<file path="src/rtl/pow2_norm_pkg.sv">
package pow2_norm_pkg;
    localparam int DATA_W     = 24;
    localparam int CODE_W     = 5;
    localparam int UNITY_CODE = 14;
    localparam int MAX_CODE   = 16;
    localparam int LSH_MAX    = MAX_CODE - UNITY_CODE;

    typedef enum logic [1:0] {
        SC_ZERO  = 2'd0,
        SC_RIGHT = 2'd1,
        SC_UNITY = 2'd2,
        SC_LEFT  = 2'd3
    } scale_cls_e;
endpackage

</file>
<file path="src/rtl/pow2_code_decode.sv">
module pow2_code_decode
    import pow2_norm_pkg::*;
#(
    parameter int CW    = CODE_W,
    parameter int UNITY = UNITY_CODE,
    parameter int TOP   = MAX_CODE
) (
    input  logic [CW-1:0] code,
    output scale_cls_e    cls,
    output logic [CW-1:0] rsh_amt,
    output logic [CW-1:0] lsh_amt
);
    localparam logic [CW-1:0] UNITY_C = CW'(UNITY);
    localparam logic [CW-1:0] TOP_C   = CW'(TOP);

    always_comb begin
        rsh_amt = '0;
        lsh_amt = '0;
        if (code > TOP_C) begin
            cls = SC_ZERO;
        end else if (code == UNITY_C) begin
            cls = SC_UNITY;
        end else if (code < UNITY_C) begin
            cls     = SC_RIGHT;
            rsh_amt = UNITY_C - code;
        end else begin
            cls     = SC_LEFT;
            lsh_amt = code - UNITY_C;
        end
    end
endmodule

</file>
<file path="src/rtl/pow2_round_shift.sv">
module pow2_round_shift #(
    parameter int W  = 24,
    parameter int AW = 5
) (
    input  logic signed [W-1:0] din,
    input  logic [AW-1:0]       amt,
    output logic signed [W-1:0] dout
);
    logic signed [W:0] ext;
    logic signed [W:0] half;
    logic signed [W:0] sum;
    logic signed [W:0] shifted;
    logic              unused_top;

    always_comb begin
        ext  = {din[W-1], din};
        half = '0;
        if (amt != '0)
            half = (W+1)'(1) << (amt - AW'(1));
        sum     = ext + half;
        shifted = sum >>> amt;
    end

    assign dout       = shifted[W-1:0];
    assign unused_top = shifted[W];
endmodule

</file>
<file path="src/rtl/pow2_sat_shift.sv">
module pow2_sat_shift #(
    parameter int W    = 24,
    parameter int AW   = 5,
    parameter int LMAX = 2
) (
    input  logic signed [W-1:0] din,
    input  logic [AW-1:0]       amt,
    output logic signed [W-1:0] dout
);
    localparam int EW = W + LMAX;
    localparam logic signed [W-1:0] POS_MAX = {1'b0, {(W-1){1'b1}}};
    localparam logic signed [W-1:0] NEG_MAX = {1'b1, {(W-1){1'b0}}};

    logic signed [EW-1:0] ext;
    logic signed [EW-1:0] shifted;
    logic                 fits;

    always_comb begin
        ext     = {{LMAX{din[W-1]}}, din};
        shifted = ext <<< amt;
        fits    = (shifted[EW-1:W-1] == '0) || (shifted[EW-1:W-1] == '1);
        if (fits)
            dout = shifted[W-1:0];
        else if (shifted[EW-1])
            dout = NEG_MAX;
        else
            dout = POS_MAX;
    end
endmodule

</file>
<file path="src/rtl/pow2_normaliser.sv">
module pow2_normaliser
    import pow2_norm_pkg::*;
#(
    parameter int DW    = DATA_W,
    parameter int CW    = CODE_W,
    parameter int UNITY = UNITY_CODE,
    parameter int TOP   = MAX_CODE
) (
    input  logic          clk,
    input  logic          rst_n,
    input  logic          in_valid,
    input  logic [DW-1:0] in_data,
    input  logic [CW-1:0] static_code,
    input  logic [CW-1:0] dyn_code,
    input  logic          use_dyn,
    output logic          out_valid,
    output logic [DW-1:0] out_data
);
    localparam int LMAX = TOP - UNITY;

    logic [CW-1:0] eff_code;
    scale_cls_e    cls;
    logic [CW-1:0] rsh_amt;
    logic [CW-1:0] lsh_amt;
    logic [DW-1:0] right_res;
    logic [DW-1:0] left_res;
    logic [DW-1:0] next_data;

    assign eff_code = use_dyn ? dyn_code : static_code;

    pow2_code_decode #(.CW(CW), .UNITY(UNITY), .TOP(TOP)) u_dec (
        .code    (eff_code),
        .cls     (cls),
        .rsh_amt (rsh_amt),
        .lsh_amt (lsh_amt)
    );

    pow2_round_shift #(.W(DW), .AW(CW)) u_rsh (
        .din  (in_data),
        .amt  (rsh_amt),
        .dout (right_res)
    );

    pow2_sat_shift #(.W(DW), .AW(CW), .LMAX(LMAX)) u_lsh (
        .din  (in_data),
        .amt  (lsh_amt),
        .dout (left_res)
    );

    always_comb begin
        unique case (cls)
            SC_ZERO:  next_data = '0;
            SC_RIGHT: next_data = right_res;
            SC_UNITY: next_data = in_data;
            SC_LEFT:  next_data = left_res;
            default:  next_data = '0;
        endcase
    end

    always_ff @(posedge clk) begin
        if (!rst_n) begin
            out_valid <= 1'b0;
            out_data  <= '0;
        end else begin
            out_valid <= in_valid;
            if (in_valid)
                out_data <= next_data;
        end
    end
endmodule


</file>
<file path="config.mk">
export PLATFORM = sky130hd
export DESIGN_NAME = pow2_normaliser
export DESIGN_NICKNAME = d
export VERILOG_FILES = /design/src/rtl/pow2_norm_pkg.sv /design/src/rtl/pow2_code_decode.sv /design/src/rtl/pow2_round_shift.sv /design/src/rtl/pow2_sat_shift.sv /design/src/rtl/pow2_normaliser.sv
export SDC_FILE = /design/constraint.sdc
export NUM_CORES = 1
export LEC_CHECK = 0
export CAP_MARGIN = 40
export CORE_ASPECT_RATIO = 0.7
export CORE_MARGIN = 2
export CORE_UTILIZATION = 55
export CTS_CLUSTER_DIAMETER = 200
export DETAILED_ROUTE_END_ITERATION = 16
export PLACE_DENSITY = 0.74
export SLEW_MARGIN = 20
export SYNTH_ARGS = -nofsm -noshare
export SYNTH_HDL_FRONTEND = slang
export SYNTH_SLANG_ARGS = --single-unit
export TNS_END_PERCENT = 10
</file>
<file path="constraint.sdc">
create_clock -name clk -period 20.6 [get_ports clk]
set_input_delay 3.09 -clock clk [delete_from_list [all_inputs] [get_ports clk]]
set_output_delay 3.09 -clock clk [all_outputs]
set_load 0.05 [all_outputs]
</file>
# Word-level counts from Yosys, hierarchy flattened
# Index checks and enable logic that the tools add are counted.
dict set report op_classes {
  n_addsub 4
  order_cmp 2
  eq_ne 5
  shifts 3
  muxes 14
  n_reduce_logical 4
}
# cell n
set ops {}
lappend ops {{24-bit case mux with 4 select lines} 1}
lappend ops {{24-bit two-way mux} 2}
lappend ops {{5-bit two-way mux} 7}
lappend ops {{24-bit by 5-bit <<< shifter with 26-bit output} 1}
lappend ops {{24-bit by 25-bit adder with 25-bit output} 1}
lappend ops {{25-bit two-way mux} 1}
lappend ops {{1-bit by 5-bit << shifter with 25-bit output, first input constant} 1}
lappend ops {{25-bit by 5-bit >>> shifter with 24-bit output} 1}
lappend ops {{2-bit two-way mux} 3}
lappend ops {{5-bit by 4-bit equality test with 1-bit output, second input constant} 1}
lappend ops {{5-bit greater-than comparator, second input constant} 1}
lappend ops {{5-bit by 4-bit less-than comparator with 1-bit output, second input constant} 1}
lappend ops {{5-bit nonzero test} 1}
lappend ops {{4-bit by 5-bit subtractor with 5-bit output, first input constant} 1}
lappend ops {{5-bit by 1-bit subtractor with 5-bit output, second input constant} 1}
lappend ops {{5-bit by 4-bit subtractor with 5-bit output, second input constant} 1}
lappend ops {{2-bit equality test, second input constant} 2}
lappend ops {{3-bit equality test, second input constant} 1}
lappend ops {{3-bit zero test} 1}
lappend ops {{2-bit by 1-bit equality test with 1-bit output, second input constant} 1}
lappend ops {{2-bit zero test} 1}
lappend ops {{1-bit logical OR} 1}
dict set report totals {
  reg_bits 25
  input_bits 38
  output_inout_bits 25
  word_cells 34
}

# Logic depth before layout (Yosys ltp)
dict set report depth {
  ltp_word 11
  depth_mapped 27
  mapped_depth_nobuf 23
}

# By module
# Synthesis repeated with hierarchy kept, for this count alone.
dict set report hier_totals {
  cells_unflattened 940
  hier_area_um2 7175.6
}
# module n_inst cells_per_inst area_per_inst_um2
set by_module_without_submodules {}
lappend by_module_without_submodules {pow2_round_shift 1 506 3258.1}
lappend by_module_without_submodules {pow2_sat_shift 1 234 2026.9}
lappend by_module_without_submodules {pow2_normaliser 1 170 1689.1}
lappend by_module_without_submodules {pow2_code_decode 1 30 201.4}

# Worst setup path before layout
# No wires, ideal clock.
dict set report synth_path {
  path_kind {input-to-reg}
  from {input port use_dyn}
  to {register out_data[6]}
  setup_ns 0.074
  arrival_time_ns 8.825
  required_time_ns 20.526
  setup_slack_ns 11.701
  path_stages 24
  cell_sequence {buf_6 mux2i_2 inv_1 ha_1 xor2_1 nand2b_1 clkbuf_1 clkbuf_1 clkbuf_1 ha_1 clkbuf_1 nand2_1 nor2_1 ha_1 fa_1 a211oi_1 o21ai_1 a211o_1 a21oi_1 xor2_1 mux4_2 mux2_2 a221o_1 a31oi_1}
}
dict set report synth_between {
  elab_chain_len 11
  word_cells_on_any_way 32
}
# item line
set synth_lines {}
lappend synth_lines {{from (decl)} pow2_normaliser.sv:15} ;# input logic use_dyn,
lappend synth_lines {{5-bit two-way mux (*)} pow2_normaliser.sv:29} ;# assign eff_code = use_dyn ? dyn_code : static_code;
lappend synth_lines {{4-bit by 5-bit subtractor with 5-bit output or 5-bit by 4-bit less-than comparator with 1-bit output (tied branches)} {pow2_code_decode.sv:25, pow2_code_decode.sv:23}}
lappend synth_lines {{5-bit two-way mux} pow2_code_decode.sv:23} ;# end else if (code < UNITY_C) begin
lappend synth_lines {{5-bit two-way mux} pow2_code_decode.sv:21} ;# end else if (code == UNITY_C) begin
lappend synth_lines {{5-bit two-way mux} pow2_code_decode.sv:19} ;# if (code > TOP_C) begin
lappend synth_lines {{5-bit by 1-bit subtractor with 5-bit output} pow2_round_shift.sv:19} ;# half = (W+1)'(1) << (amt - AW'(1));
lappend synth_lines {{1-bit by 5-bit << shifter with 25-bit output} pow2_round_shift.sv:19}
lappend synth_lines {{25-bit two-way mux} pow2_round_shift.sv:18} ;# if (amt != '0)
lappend synth_lines {{24-bit by 25-bit adder with 25-bit output} pow2_round_shift.sv:20} ;# sum = ext + half;
lappend synth_lines {{25-bit by 5-bit >>> shifter with 24-bit output} pow2_round_shift.sv:21} ;# shifted = sum >>> amt;
lappend synth_lines {{24-bit case mux with 4 select lines (*)} pow2_normaliser.sv:51} ;# unique case (cls)
lappend synth_lines {{to (signal assigned)} pow2_normaliser.sv:67} ;# out_data <= next_data;
lappend synth_lines {{to (decl)} pow2_normaliser.sv:17} ;# output logic [DW-1:0] out_data
# Mark *: on every way between the ends. The rest lies on a longest branch, timed or not.
# A chain may end at the register's enable or synchronous reset.

# Worst setup path after layout
dict set report layout_path {
  from {input port use_dyn}
  to {register out_data[12]}
}
# The elaborated chain is that of the path after synthesis.

==> summary.md <==
| Metric | Value |
|---|---|
| Outcome | `finished clean` |
| Combinational share of power | `roughly 70%` |
| WP data arrival | `approximately 11 ns` |
| Seq/Total Area, Yosys | `just under 8%` |
| CTS tree | `built` |
| Clock network power share | `between 10 and 15%` |
| Worst EP required | `just over 20 ns` |
| Unrepaired setup endpoints after global routing | `false` |
| Initial antenna violation count | `0` |
| Sw Ratio | `about 52%` |
| Period minus WS final | `10.90 ns` |
| Die area | `around 0.013 sq mm` |
| Total number of vias | `approximately 8,400` |
| Met2 WL | `10.1 mm` |
| Cell variety after synth | `roughly 90` |
| Die Width | `134 um` |
| Num rows | `33` |
| Max-slew headroom | `between 40% and 50%` |
| Area Growth Syn to Fin | `11.5%` |
| # setup viols final | `0` |
| Sequential cell area | `500 sq um` |
| Cts hold-fix bufs | `0` |
| Synthesis Warnings | `0` |
| Post-synth EDFFs | `0` |
| Initial drt markers | `1,355` |
| Initial Utilization | `a little under three fifths` |
| Avg Cell Area, Syn | `~6.7 sq um` |
| Top_reg_cell synth | `dfxtp_1` |
| Yosys top cell area share | `under 10%` |
| Largest net degree at the start of global routing | `36` |
| Vias in the first global route | `7,224` |
| Tightest Pin Transition | `0.892 ns` |
| Tot GR Track Use | `42.8%` |
| Flop pwr share | `between 10% and 20%` |
| H-tree Lvls | `1` |
| Clk_skew | `0 ns` |
| Max-Cap Viols | `0` |
| Inserted Diodes | `0` |
| Overflow after GRT | `0` |
| Global-route wire length before repair | `around 42 mm` |
| Mapped cell area | `0.00649 sq mm` |
| Final #Nets | `between 1,000 and 1,500` |
| DR DRC count | `0` |
| Routed Antenna Nets | `0` |
| FMAX | `91.7 MHz` |
| Layout cells sized above 1 | `approximately 6%` |
| Port buffer count | `between 60 and 70` |
| Commonest cells post-synth | `nand2_1 (106), nor2_1 (92), o21ai_0 (81), a21oi_1 (71), mux2i_1 (57)` |
| VDD IR max | `0.0573 mV` |
| Top cells by area, synth | `mux2i_1 (8.8%), dfxtp_1 (7.7%), o21ai_0 (6.2%), nand2_1 (6.1%), ha_1 (5.8%)` |
| Filler cell count | `1,119` |
| CTS Sinks | `25` |
| Routed WL | `between 20 and 30 mm` |
| Clock slew at reported path FFs | `~0.07 ns` |
| Routed length per placed instance | `roughly 25 um` |
| Ports | `63` |
| CTS max path bufs | `2` |
| Post-CTS setup buffers | `0` |
| FF+latch count, synth | `25` |
| Synthesized instance count | `962` |
| Hold WC Path Type | `reg -> reg` |
| Area leader, netlist | `mux2i_1` |
| Crit. End Element | `flip-flop` |
| WL met1 | `12.2 mm` |
| DR vias/cell | `7.37` |
| Core ar. | `between 0.01 and 0.015 sq mm` |
| Pwr Total | `slightly above 300 uW` |
| Clock latency on the worst-skew pair | `around 0.26 ns` |
| Placer Congestion | `between 1 and 1.5` |
| CP Launch Type | `primary input` |
| Top-count cell post-synth | `nand2_1` |
| Post-cts sizing count | `0` |
| WL met3 | `around 5.0 mm` |
| P_sw | `approximately 160 uW` |
| Multi-input logic area | `around 0.0056 sq mm` |
| Final Hold Fails | `0` |
| Power Dens Cells | `43.1 mW/mm^2` |
| Clock buffer count from CTS | `3` |
| CP max FO | `27` |
| Syn Nets | `around 1,000` |
| Root Buffer | `clkbuf_16` |
| Pre-antenna DRT Iters | `7` |
| Crit Path Class | `in -> reg` |
| Post-route clock period utilization | `between 50 and 60%` |
| Fin util | `a little over 60%` |
| Setup TNS | `0 ns` |
| Asr flop ratio synth | `0%` |
| Die height | `between 90 and 100 um` |
| Slew Limit Fails | `0` |
| Dpl hpwl | `between 20 and 25 mm` |
| Leakage | `0.00267 uW` |
| Internal power | `approximately 150 uW` |
| Highest routed layer | `met4` |
-- critical path, cell delays in order --
cell,delay [ns]
clkdlybuf4s50_1,1.03
mux2i_1,0.16
clkbuf_4,0.23
inv_1,0.25
ha_1,0.43
inv_1,0.18
o211ai_2,0.18
buf_4,0.33
nand2_1,0.23
inv_1,0.38
ha_1,0.44
or3_1,0.46
nor2_1,0.19
ha_1,0.30
o21ai_0,0.37
nor3_1,0.11
a22oi_1,0.58
o211ai_1,0.19
a311oi_1,0.71
or2_2,0.23
o221ai_1,0.24
o21a_1,0.26
o21ai_0,0.27
a31oi_1,0.13
-- stage by stage --
step,setup WS [ns],hold slack (ns),cells,instance area (sq um)
after floorplan,11.70,0.678,962,6490
after global placement,9.59,0.469,1129,7120
after detailed placement,9.49,0.475,1130,7140
after CTS,9.72,0.492,1134,7220
after global routing,9.26,0.524,1136,7240
final,9.70,0.496,1136,7240
-- layer usage --
metal | track usage [%] | vias up
met2 | 54.7 | 684
met4 | 10.7 | 0
met5 | 0 | -
met1 | 62.5 | 3880
met3 | 20.2 | 81
li1 | - | 3732
-- cell type report --
class	instances	area share [%]
sequential	25	6.92
timing repair buffer	77	10.2
clock buffer	3	1.04
tap	157	2.71
inverter	22	1.14
multi-input combinational	851	77.9
clock inverter	1	0.104
-- power by group through the flow --
| stage | sequential [uW] | combinational (uW) | clock [uW] |
|---|---|---|---|
| floorplan | 62.6 | 130 | 0 |
| CTS | 52.5 | 203 | 44.3 |
| global placement | 53.7 | 203 | 0 |
| finish | 52.6 | 214 | 44.8 |
| detailed placement | 53.6 | 202 | 0 |
| global route | 52.8 | 226 | 46.9 |
-- path summary, 6_finish.rpt --
check                                          startpoint                        end  slack [ns]  cells past startpoint
worst max-delay path                              use_dyn  out_data[12]$_SDFFE_PN0P_        9.70                     24
worst min-delay path            out_data[14]$_SDFFE_PN0P_  out_data[14]$_SDFFE_PN0P_        0.50                      2
worst max register to register   out_data[1]$_SDFFE_PN0P_   out_data[1]$_SDFFE_PN0P_       19.23                      4
worst min register to register  out_data[14]$_SDFFE_PN0P_  out_data[14]$_SDFFE_PN0P_        0.50                      2
-- state kept, by name, summed over array words and instances (netlist names) --
register   flops
out_valid      1
out_data      24
-- kinds of logic after synthesis --
| logic type | after synthesis | synth area share [%] |
|---|---|---|
| fa+ha+maj | 31 | 6.09 |
| compound gates | 374 | 39.8 |
| mux | 69 | 11.5 |
| simple gates | 356 | 26.2 |
| flops | 25 | 7.71 |
| buf+inv | 86 | 5.53 |
| xor+xnor | 21 | 3.18 |
-- placed cells by master, fill, tap and decap left out, types with 9 or more instances in the layout --
master,Yosys,layout
inv_1,22,22
clkdlybuf4s50_1,0,62
nor3_1,28,28
xnor2_1,12,12
o211ai_1,25,25
and2_1,12,12
o21ai_0,81,81
a211oi_1,22,22
a21oi_1,71,70
nor2_1,92,92
a31oi_1,21,21
a221oi_1,9,9
nand2_1,106,106
dfxtp_1,25,25
a21o_1,13,13
and3_1,13,13
nor2b_1,18,18
nand3_1,45,45
o221ai_1,9,9
mux2i_1,57,57
ha_1,30,30
buf_4,0,13
No activity file was read; power rests on OpenSTA's default activity.
